$ cat src/rtl/span_mask_pkg.sv
package span_mask_pkg;

    localparam int FX_W    = 32;
    localparam int FX_FRAC = 16;
    localparam int FX_INT  = FX_W - FX_FRAC;

    typedef enum logic [1:0] {
        ST_IDLE      = 2'd0,
        ST_EMIT      = 2'd1,
        ST_WAIT_LINE = 2'd2,
        ST_DONE      = 2'd3
    } span_state_e;

    // Smallest integer not below a signed fixed-point value.
    function automatic logic signed [FX_INT:0] fx_ceil(input logic signed [FX_W-1:0] v);
        logic signed [FX_W:0] s;
        s = $signed({v[FX_W-1], v}) + $signed({{(FX_INT+1){1'b0}}, {FX_FRAC{1'b1}}});
        return s[FX_W:FX_FRAC];
    endfunction

endpackage

$ cat src/rtl/span_edge_stepper.sv
module span_edge_stepper
    import span_mask_pkg::*;
#(
    parameter int COORD_W = 16
) (
    input  logic                     clk,
    input  logic                     rst_n,
    input  logic                     load,
    input  logic                     step,
    input  logic signed [FX_W-1:0]   l_init,
    input  logic signed [FX_W-1:0]   r_init,
    input  logic [COORD_W-1:0]       y_init,
    input  logic signed [FX_W-1:0]   l_delta,
    input  logic signed [FX_W-1:0]   r_delta,
    output logic signed [FX_W-1:0]   cur_l,
    output logic signed [FX_W-1:0]   cur_r,
    output logic [COORD_W-1:0]       cur_y
);

    always_ff @(posedge clk or negedge rst_n) begin
        if (!rst_n) begin
            cur_l <= '0;
            cur_r <= '0;
            cur_y <= '0;
        end else if (load) begin
            cur_l <= l_init;
            cur_r <= r_init;
            cur_y <= y_init;
        end else if (step) begin
            cur_l <= cur_l + l_delta;
            cur_r <= cur_r + r_delta;
            cur_y <= cur_y + COORD_W'(1);
        end
    end

    AST_Y_STEPS_BY_ONE: assert property (@(posedge clk) disable iff (!rst_n)
        (step && !load) |=> cur_y == $past(cur_y) + COORD_W'(1));

    AST_LOAD_TAKES_INIT: assert property (@(posedge clk) disable iff (!rst_n)
        load |=> cur_y == $past(y_init));

endmodule

$ cat src/rtl/span_stipple_store.sv
module span_stipple_store #(
    parameter int STIP_N = 32,
    localparam int STIP_BITS = $clog2(STIP_N)
) (
    input  logic                 clk,
    input  logic                 rst_n,
    input  logic                 we,
    input  logic [STIP_BITS-1:0] waddr,
    input  logic [STIP_N-1:0]    wdata,
    input  logic [STIP_BITS-1:0] raddr,
    output logic [STIP_N-1:0]    rdata
);

    logic [STIP_N-1:0] rows [STIP_N];

    generate
        for (genvar r = 0; r < STIP_N; r++) begin : g_row
            always_ff @(posedge clk or negedge rst_n) begin
                if (!rst_n) begin
                    rows[r] <= '0;
                end else if (we && waddr == STIP_BITS'(r)) begin
                    rows[r] <= wdata;
                end
            end
        end
    endgenerate

    assign rdata = rows[raddr];

endmodule

$ cat src/rtl/span_seg_mask.sv
module span_seg_mask
    import span_mask_pkg::*;
#(
    parameter int SEG_W   = 32,
    parameter int NUM_SEG = 16,
    parameter int COORD_W = 16,
    parameter int STIP_N  = 32,
    localparam int SEG_BITS  = $clog2(SEG_W),
    localparam int SEG_IDX_W = $clog2(NUM_SEG),
    localparam int XW        = SEG_IDX_W + SEG_BITS,
    localparam int STIP_BITS = $clog2(STIP_N),
    localparam int CMP_W     = COORD_W + 2
) (
    input  logic [SEG_IDX_W-1:0]     seg,
    input  logic signed [FX_W-1:0]   cur_l,
    input  logic signed [FX_W-1:0]   cur_r,
    input  logic [COORD_W-1:0]       cur_y,
    input  logic [COORD_W-1:0]       win_x_min,
    input  logic [COORD_W-1:0]       win_x_max,
    input  logic [COORD_W-1:0]       win_y_min,
    input  logic [COORD_W-1:0]       win_y_max,
    input  logic [COORD_W-1:0]       span_y_min,
    input  logic [COORD_W-1:0]       span_y_max,
    input  logic                     stip_en,
    input  logic [STIP_N-1:0]        stip_row,
    output logic [SEG_W-1:0]         mask
);

    logic signed [FX_INT:0]  l_ceil, r_ceil;
    logic signed [CMP_W-1:0] l_cmp, r_cmp;
    logic                    row_ok;

    assign l_ceil = fx_ceil(cur_l);
    assign r_ceil = fx_ceil(cur_r);
    assign l_cmp  = CMP_W'(l_ceil);
    assign r_cmp  = CMP_W'(r_ceil);

    assign row_ok = (cur_y >= win_y_min) && (cur_y <= win_y_max) &&
                    (cur_y >= span_y_min) && (cur_y <= span_y_max);

    generate
        for (genvar i = 0; i < SEG_W; i++) begin : g_pix
            localparam logic [SEG_BITS-1:0] LO = SEG_BITS'(i);
            logic [XW-1:0]           px;
            logic [COORD_W-1:0]      px_c;
            logic signed [CMP_W-1:0] px_s;
            logic                    in_win, in_span, stip_ok;

            assign px      = {seg, LO};
            assign px_c    = COORD_W'(px);
            assign px_s    = $signed({2'b00, px_c});
            assign in_win  = (px_c >= win_x_min) && (px_c <= win_x_max);
            assign in_span = (px_s >= l_cmp) && (px_s < r_cmp);
            assign stip_ok = !stip_en || stip_row[px[STIP_BITS-1:0]];
            assign mask[i] = row_ok && in_win && in_span && stip_ok;
        end
    endgenerate

endmodule

$ cat src/rtl/span_mask_gen.sv
module span_mask_gen
    import span_mask_pkg::*;
(
    input  logic        clk,
    input  logic        rst_n,
    input  logic [15:0] win_x_min,
    input  logic [15:0] win_x_max,
    input  logic [15:0] win_y_min,
    input  logic [15:0] win_y_max,
    input  logic [15:0] span_y_min,
    input  logic [15:0] span_y_max,
    input  logic [15:0] y_init,
    input  logic [31:0] edge_l_init,
    input  logic [31:0] edge_r_init,
    input  logic [31:0] edge_l_delta,
    input  logic [31:0] edge_r_delta,
    input  logic        stip_en,
    input  logic        stip_we,
    input  logic [4:0]  stip_addr,
    input  logic [31:0] stip_wdata,
    input  logic        start,
    input  logic        next_line,
    input  logic        mask_ready,
    output logic        mask_valid,
    output logic [3:0]  mask_seg,
    output logic [15:0] mask_y,
    output logic [31:0] mask_bits,
    output logic        done
);

    localparam int SEG_W     = 32;
    localparam int NUM_SEG   = 16;
    localparam int COORD_W   = 16;
    localparam int STIP_N    = 32;
    localparam int SEG_IDX_W = $clog2(NUM_SEG);
    localparam int STIP_BITS = $clog2(STIP_N);
    localparam logic [SEG_IDX_W-1:0] LAST_SEG = SEG_IDX_W'(NUM_SEG - 1);

    span_state_e            state, state_nxt;
    logic [SEG_IDX_W-1:0]   seg, seg_nxt;
    logic                   do_load, do_step, y_over;
    logic signed [FX_W-1:0] cur_l, cur_r;
    logic [COORD_W-1:0]     cur_y;
    logic [STIP_N-1:0]      stip_row;

    assign y_over = ({1'b0, cur_y} + (COORD_W+1)'(1)) > {1'b0, span_y_max};

    // State register
    always_ff @(posedge clk or negedge rst_n) begin
        if (!rst_n) begin
            state <= ST_IDLE;
            seg   <= '0;
        end else begin
            state <= state_nxt;
            seg   <= seg_nxt;
        end
    end

    // Transitions
    always_comb begin
        state_nxt = state;
        seg_nxt   = seg;
        do_load   = 1'b0;
        do_step   = 1'b0;
        unique case (state)
            ST_IDLE, ST_DONE: begin
                if (start) begin
                    state_nxt = ST_EMIT;
                    seg_nxt   = '0;
                    do_load   = 1'b1;
                end
            end
            ST_EMIT: begin
                if (mask_ready) begin
                    if (seg == LAST_SEG) begin
                        state_nxt = ST_WAIT_LINE;
                        seg_nxt   = '0;
                    end else begin
                        seg_nxt = seg + SEG_IDX_W'(1);
                    end
                end
            end
            ST_WAIT_LINE: begin
                if (start) begin
                    state_nxt = ST_EMIT;
                    seg_nxt   = '0;
                    do_load   = 1'b1;
                end else if (next_line) begin
                    if (y_over) begin
                        state_nxt = ST_DONE;
                    end else begin
                        state_nxt = ST_EMIT;
                        seg_nxt   = '0;
                        do_step   = 1'b1;
                    end
                end
            end
            default: state_nxt = ST_IDLE;
        endcase
    end

    // Outputs
    always_comb begin
        mask_valid = (state == ST_EMIT);
        done       = (state == ST_DONE);
        mask_seg   = seg;
        mask_y     = cur_y;
    end

    span_edge_stepper #(.COORD_W(COORD_W)) u_stepper (
        .clk     (clk),
        .rst_n   (rst_n),
        .load    (do_load),
        .step    (do_step),
        .l_init  ($signed(edge_l_init)),
        .r_init  ($signed(edge_r_init)),
        .y_init  (y_init),
        .l_delta ($signed(edge_l_delta)),
        .r_delta ($signed(edge_r_delta)),
        .cur_l   (cur_l),
        .cur_r   (cur_r),
        .cur_y   (cur_y)
    );

    span_stipple_store #(.STIP_N(STIP_N)) u_stipple (
        .clk   (clk),
        .rst_n (rst_n),
        .we    (stip_we),
        .waddr (stip_addr),
        .wdata (stip_wdata),
        .raddr (cur_y[STIP_BITS-1:0]),
        .rdata (stip_row)
    );

    span_seg_mask #(
        .SEG_W   (SEG_W),
        .NUM_SEG (NUM_SEG),
        .COORD_W (COORD_W),
        .STIP_N  (STIP_N)
    ) u_mask (
        .seg        (seg),
        .cur_l      (cur_l),
        .cur_r      (cur_r),
        .cur_y      (cur_y),
        .win_x_min  (win_x_min),
        .win_x_max  (win_x_max),
        .win_y_min  (win_y_min),
        .win_y_max  (win_y_max),
        .span_y_min (span_y_min),
        .span_y_max (span_y_max),
        .stip_en    (stip_en),
        .stip_row   (stip_row),
        .mask       (mask_bits)
    );

    AST_HOLD_UNTIL_READY: assert property (@(posedge clk) disable iff (!rst_n)
        (mask_valid && !mask_ready) |=> (mask_valid && $stable(mask_seg)));

    AST_SEG_IN_ORDER: assert property (@(posedge clk) disable iff (!rst_n)
        (mask_valid && mask_ready && mask_seg != LAST_SEG) |=>
        (mask_valid && mask_seg == $past(mask_seg) + SEG_IDX_W'(1)));

    AST_ZERO_OUTSIDE_YRANGE: assert property (@(posedge clk) disable iff (!rst_n)
        (mask_valid && (mask_y < span_y_min || mask_y > span_y_max)) |-> mask_bits == '0);

    AST_LINE_FIXED_DURING_EMIT: assert property (@(posedge clk) disable iff (!rst_n)
        mask_valid |=> $stable(mask_y));

    AST_DONE_STICKY: assert property (@(posedge clk) disable iff (!rst_n)
        (done && !start) |=> (done && !mask_valid));

endmodule

$ cat config.mk
export PLATFORM = sky130hd
export DESIGN_NAME = span_mask_gen
export DESIGN_NICKNAME = d
export VERILOG_FILES = /design/src/rtl/span_mask_pkg.sv /design/src/rtl/span_edge_stepper.sv /design/src/rtl/span_stipple_store.sv /design/src/rtl/span_seg_mask.sv /design/src/rtl/span_mask_gen.sv
export SDC_FILE = /design/constraint.sdc
export NUM_CORES = 2
export LEC_CHECK = 0
export ABC_AREA = 1
export BUFFER_PORTS_ARGS = -buffer_cell sky130_fd_sc_hd__buf_2
export CORE_MARGIN = 1
export CORE_UTILIZATION = 42
export DETAILED_ROUTE_END_ITERATION = 7
export PLACE_DENSITY_LB_ADDON = 0.1
export SYNTH_ARGS = -nofsm -noshare
export SYNTH_HDL_FRONTEND = slang
export SYNTH_SLANG_ARGS = --single-unit
$ cat constraint.sdc
create_clock -name clk -period 8.6 [get_ports clk]
set_input_delay 1.72 -clock clk [delete_from_list [all_inputs] [get_ports clk]]
set_output_delay 1.72 -clock clk [all_outputs]
set_load 0.02 [all_outputs]
# [Word level (Yosys, flattened, before mapping)]
# Index checks and enable logic that the tools add are counted.
[classes] order_cmp=134 addsub=7 reduce_logical=235 n_mux=29 bitwise=1 eq_ne=40
[ops] op="$ge A10 B17 Y1" n=32
[ops] op="$lt A10 B17 Y1" n=32
[ops] op="$ge A9 B16 Y1" n=32
[ops] op="$le A9 B16 Y1" n=32
[ops] op="$logic_and A1 B1 Y1" n=195
[ops] op="$mux W32" n=6
[ops] op="$bmux W32 S5" n=1
[ops] op="$eq A5 B5 Y1 const B" n=16
[ops] op="$add A32 B17 Y33 const B" n=2
[ops] op="$add A32 B32 Y32" n=2
[ops] op="$eq A5 B4 Y1 const B" n=8
[ops] op="$ge A16 B16 Y1" n=2
[ops] op="$le A16 B16 Y1" n=2
[ops] op="$logic_or A1 B1 Y1" n=32
[ops] op="$mux W16" n=2
[ops] op="$mux W4" n=6
[ops] op="$eq A5 B3 Y1 const B" n=4
[ops] op="$add A16 B1 Y17 const B" n=1
[ops] op="$gt A17 B16 Y1" n=1
[ops] op="$add A16 B1 Y16 const B" n=1
[ops] op="$mux W2" n=6
[ops] op="$pmux W4 S3" n=1
[ops] op="$eq A5 B2 Y1 const B" n=2
[ops] op="$reduce_and A4 Y1" n=2
[ops] op="18 further kinds" n=26
[word_totals] in_bits=284 register_bits=1110 elab_cells=483

# [Longest topological paths before layout]
[depth] ltp_word=8 depth_mapped=24 mapped_depth_nobuf=21

# [Hierarchy]
# A second synthesis with hierarchy kept.
[hier_totals] hier_cells=8742 area_unflattened_um2=62382.3
[by_module_without_submodules] module="span_stipple_store" cells_per_inst=5888 area_each_um2=46418.3 seq_area_each_um2=25624.6 n_inst=1
[by_module_without_submodules] module="span_edge_stepper" cells_per_inst=1375 area_each_um2=8301.7 seq_area_each_um2=2001.9 n_inst=1
[by_module_without_submodules] module="span_seg_mask" cells_per_inst=1285 area_each_um2=6426.2 seq_area_each_um2=0.0 n_inst=1
[by_module_without_submodules] module="span_mask_gen" cells_per_inst=194 area_each_um2=1236.2 seq_area_each_um2=150.1 n_inst=1

# [Least setup slack after synthesis]
# OpenSTA, ideal clock, no wires.
[synth_timing] path_kind="input-to-output" start="in win_x_max[7]" end="out mask_bits[11]" slack_ns=3.206 t_arrival_ns=3.674 t_required_ns=6.880 cell_stages=14 n_path_buf=1 path_cell_list="inv_1 > ha_1 > a21oi_1 > nand2_1 > nand2_1 > nand2_1 > nor2_2 > inv_1 > buf_4 > a31oi_1 > nand2_1 > a21oi_1 > nand3_1 > a21oi_1"
[synth_via] elab_chain_cells=5
[synth_rtl] item="start: declaration" line_no="span_mask_gen.sv:7" rtl="input logic [15:0] win_x_max,"
[synth_rtl] item="$le A9 B16 Y1" line_no="span_seg_mask.sv:52" rtl="assign in_win = (px_c >= win_x_min) && (px_c <= win_x_max);"
[synth_rtl] item="$logic_and A1 B1 Y1" line_no="span_seg_mask.sv:52"
[synth_rtl] item="$logic_and A1 B1 Y1 (3 in a row)" line_no="span_seg_mask.sv:55" rtl="assign mask[i] = row_ok && in_win && in_span && stip_ok;"
[synth_rtl] item="end: declaration" line_no="span_mask_gen.sv:27" rtl="output logic [31:0] mask_bits,"
# Every way passes these cells.

# [Worst setup path in the final report]
[layout_timing] start="reg u_stepper.cur_y[0]" end="out mask_bits[18]"
[layout_via] elab_chain_cells=7 word_cells_on_any_way=15 classes_between="4 x order compare; 3 x mux; 1 x bitwise; 7 x reduce/logical"
[layout_rtl] item="start: declaration" line_no="span_edge_stepper.sv:17" rtl="output logic [COORD_W-1:0] cur_y"
[layout_rtl] item="start signal: assignment" line_no="span_edge_stepper.sv:28" rtl="cur_y <= y_init;"
[layout_rtl] item="start signal: assignment" line_no="span_edge_stepper.sv:32" rtl="cur_y <= cur_y + COORD_W'(1);"
[layout_rtl] item="$ge A16 B16 Y1 or $le A16 B16 Y1 (tied branches)" line_no="span_seg_mask.sv:38" rtl="assign row_ok = (cur_y >= win_y_min) && (cur_y <= win_y_max) &&"
[layout_rtl] item="$logic_and A1 B1 Y1 (2 in a row)" line_no="span_seg_mask.sv:38"
[layout_rtl] item="$logic_and A1 B1 Y1" line_no="span_seg_mask.sv:39" rtl="(cur_y >= span_y_min) && (cur_y <= span_y_max);"
[layout_rtl] item="$logic_and A1 B1 Y1 (2 in a row)" line_no="span_seg_mask.sv:55"
[layout_rtl] item="$logic_and A1 B1 Y1 *" line_no="span_seg_mask.sv:55"
# Every way passes the cells marked *; elsewhere a longest branch is shown, timed or not. The select of a mux whose other input is x is not followed.

==> flow_summary.yaml <==
outcome:
  outcome: "finished clean"
placement:
  dp_cells: 9833
  numPortBuffers: 337
  dp_hpwl_um: 130000
  place_area_mm2: 0.0631
  gp_congestion: 0.964
synth:
  synthMuxAreaShare_pct: 0
  synth.most_common_cell: "nand2_1"
  synthCells: 8125
  synth-compound-area-share_pct: 20.2
  yosys_register_bits: 1110
  async_reset_ff_share_pct: 100
  yosysTopAreaCell: "dfrtp_1"
  synthSimpleGateAreaFrac_pct: 23.6
  synth_top_family_by_area: "simple AND/OR/NAND/NOR gates"
  syn_avg_cell_area_um2: 7.45
  synth_area_leaders: "dfrtp_1, o21ai_0, nand2_1, nor2_1, ha_1"
  ys_seq_area_share_pct: 45.9
  synth-main-ff-cell: "dfrtp_1"
  ys_types: 55
  syn_area_mm2: 0.0606
  synth_xor_area_share_pct: 0.448
  netlist_top_cells_count: "nand2_1, o21ai_0, dfrtp_1, nor2_1, clkbuf_1"
  ys_warn_count: 0
  netlist.area_leader.share_pct: 45.9
  synth_edf_count: 0
  synth_nets: 8579
  synthAdderAreaFrac_pct: 3.54
cts:
  clockBufferDepth: 3
  numCtsBuffers: 119
  cts_resized: 0
  cts_root_buf: "clkbuf_16"
  htreeDepth: 3
  cts_hold_buf: 0
  cts_setup_buffers: 0
  clk_pin_slew_ns: 0.06
  cts_sinks: 1110
  cts_tree: "built"
  clk_latency_ns: 0.75
sta:
  maxSlewHeadroom_pct: 18.6
  setup_viol: 0
  final.setup.tns_ns: 0
  report.final.slew_viol_count: 0
  worstMarginPinSlew_ns: 1.22
  rsz0062_at_grt: "no"
  skew_ns: 0.0371
  fin_crit_ns: 7.26
  fmax_mhz: 138
  hold_viol: 0
  holdWs_ns: 0.476
  timing.final.crit_share_pct: 84.4
power_and_ir_drop:
  p_leak_uw: 0.0321
  p_total_uw: 21500
  peakVddDrop_uv: 267
  cellPowerDensity_mw_per_mm2: 320
critical_path:
  cp-end-kind: "output pin"
  crit_required_ns: 6.88
  critPathArrivalTime_ns: 5.54
  start_kind: "register"
  rrSetupSlack_ns: 3.18
  crit_type: "reg2out"
  worst-path-max-fanout: 110
route:
  ant_nets: 0
  finalWirelength_um: 222000
  route.detailed.drc: 0
  via_per_inst: 5.62
  drt-wirelength-per-cell_um: 22.1
  drt-pass1-iter-count: 5
  drtIter0Drc: 5593
  dr_total_vias: 56509
grt:
  grt_antenna_before_repair: 5
  grt_pass1_vias: 53541
  track_usage_pct: 30.1
  grt_max_degree: 179
  overflow: 0
  grt_pass1_wl_um: 339000
min_path:
  hold_path.class: "reg2reg"
final_layout:
  syn_to_final_growth_pct: 11.0
  postLayoutCellArea_mm2: 0.0672
  final_cells: 10059
  drive_above_1_share_pct: 8.69
  layout.nets: 8518
die:
  core_area_mm2: 0.142
  rows: 138
  start_util_pct: 42.6
  die_w_um: 382
  die-area_mm2: 0.146
  die_height_um: 382
  io_pins: 338
flow_run:
  maxCapViolCount: 0
[flip-flops by register name (all words and copies together) (netlist names)]
name / flops
u_stipple.rows: 1024
u_stepper.cur_l: 32
u_stepper.cur_r: 32
u_stepper.cur_y: 16
state: 2
mask_seg: 4
[metal layers]
| metal | up-vias | wire length, um | GRT usage [%] |
|---|---|---|---|
| met4 | 6 | 7220 | 9.21 |
| met5 | - | 41 | 0 |
| li1 | 26934 | - | - |
| met2 | 1885 | 101000 | 48.2 |
| met3 | 327 | 13800 | 3.96 |
| met1 | 27357 | 99900 | 42.3 |
[stage by stage]
step	utilization, %	setup slack (ns)
final	47.2	1.34
after global routing	47.2	0.954
after CTS	47.2	1.38
after detailed placement	44.4	1.74
after global placement	44.4	1.80
after floorplan	-	3.21
[logic make-up after synthesis]
group,Yosys count
xor gates and xnor gates,31
and+or+nand+nor,3539
adders and majority gates,170
buffers and inverters,961
DFF,1110
AOI/OAI and AO/OA,2314
[layout by cell type (no fill, tap or decap), types with 6 or more instances in the layout]
cell type / netlist / routed
nand2_1: 2006 / 1980
o21ai_0: 1794 / 1794
dfrtp_1: 1110 / 1105
nor2_1: 970 / 967
nand3_1: 382 / 376
inv_1: 368 / 364
buf_2: 68 / 336
a21oi_1: 198 / 198
ha_1: 168 / 168
clkbuf_16: 0 / 119
o211ai_1: 113 / 113
o22ai_1: 105 / 105
nand4_1: 52 / 52
buf_4: 14 / 42
clkbuf_8: 0 / 37
nor3_1: 36 / 36
o221ai_1: 30 / 30
clkbuf_1: 458 / 27
or2_2: 25 / 25
clkinv_2: 0 / 23
nand2_2: 13 / 20
nand2_4: 1 / 20
o21ai_1: 18 / 18
xnor2_1: 17 / 17
inv_2: 15 / 15
xor2_1: 14 / 14
buf_12: 0 / 14
o21a_1: 11 / 11
a31oi_1: 11 / 11
nand3b_1: 11 / 11
nor4_1: 9 / 9
a21o_1: 9 / 9
nor2_2: 7 / 8
a21boi_0: 7 / 7
and2_1: 6 / 6
nand3_4: 0 / 6
bufinv_16: 0 / 6
[power by group]
part / switching (uW) / internal (uW)
Clock: 2270 / 3060
Combinational: 6090 / 2810
Sequential: 983 / 6310
[cell type report]
cell class	count	area (um2)
clock buffers	183	3590
repair buffers	393	2290
multi-input cells	6054	29200
diodes	2	5.00
clock inverters	41	504
flip-flops and latches	1110	27800
well taps	1890	2360
fillers	14642	75100
inverters	386	1460
[worst paths after layout]
kind / startpoint / end / cells past startpoint
setup / recovery: u_stepper.cur_y[0]$_DFFE_PN0P_ / mask_bits[18] / 14
hold / removal: u_stipple.rows[931]$_DFFE_PN0P_ / u_stipple.rows[931]$_DFFE_PN0P_ / 2
setup reg to reg: u_stepper.cur_y[3]$_DFFE_PN0P_ / u_stepper.cur_r[18]$_DFFE_PN0P_ / 20
hold reg to reg: u_stipple.rows[931]$_DFFE_PN0P_ / u_stipple.rows[931]$_DFFE_PN0P_ / 2
max in group asynchronous: rst_n / u_stipple.rows[383]$_DFFE_PN0P_ / 3
min in group asynchronous: rst_n / u_stipple.rows[457]$_DFFE_PN0P_ / 1
[worst max-delay path: stages (launching register included)]
cell and delay (ns):
dfrtp_4 0.64, inv_8 0.57, buf_4 0.70, ha_1 0.26, nor2_1 0.04, o21ai_0 0.14
a21boi_0 0.10, o21ai_0 0.15, a21oi_1 0.34, nor2_2 0.82, inv_1 0.33, nor3_1 0.29
nand2_1 0.08, inv_1 0.05, buf_2 0.15
Power figures use the tool's default switching activity.
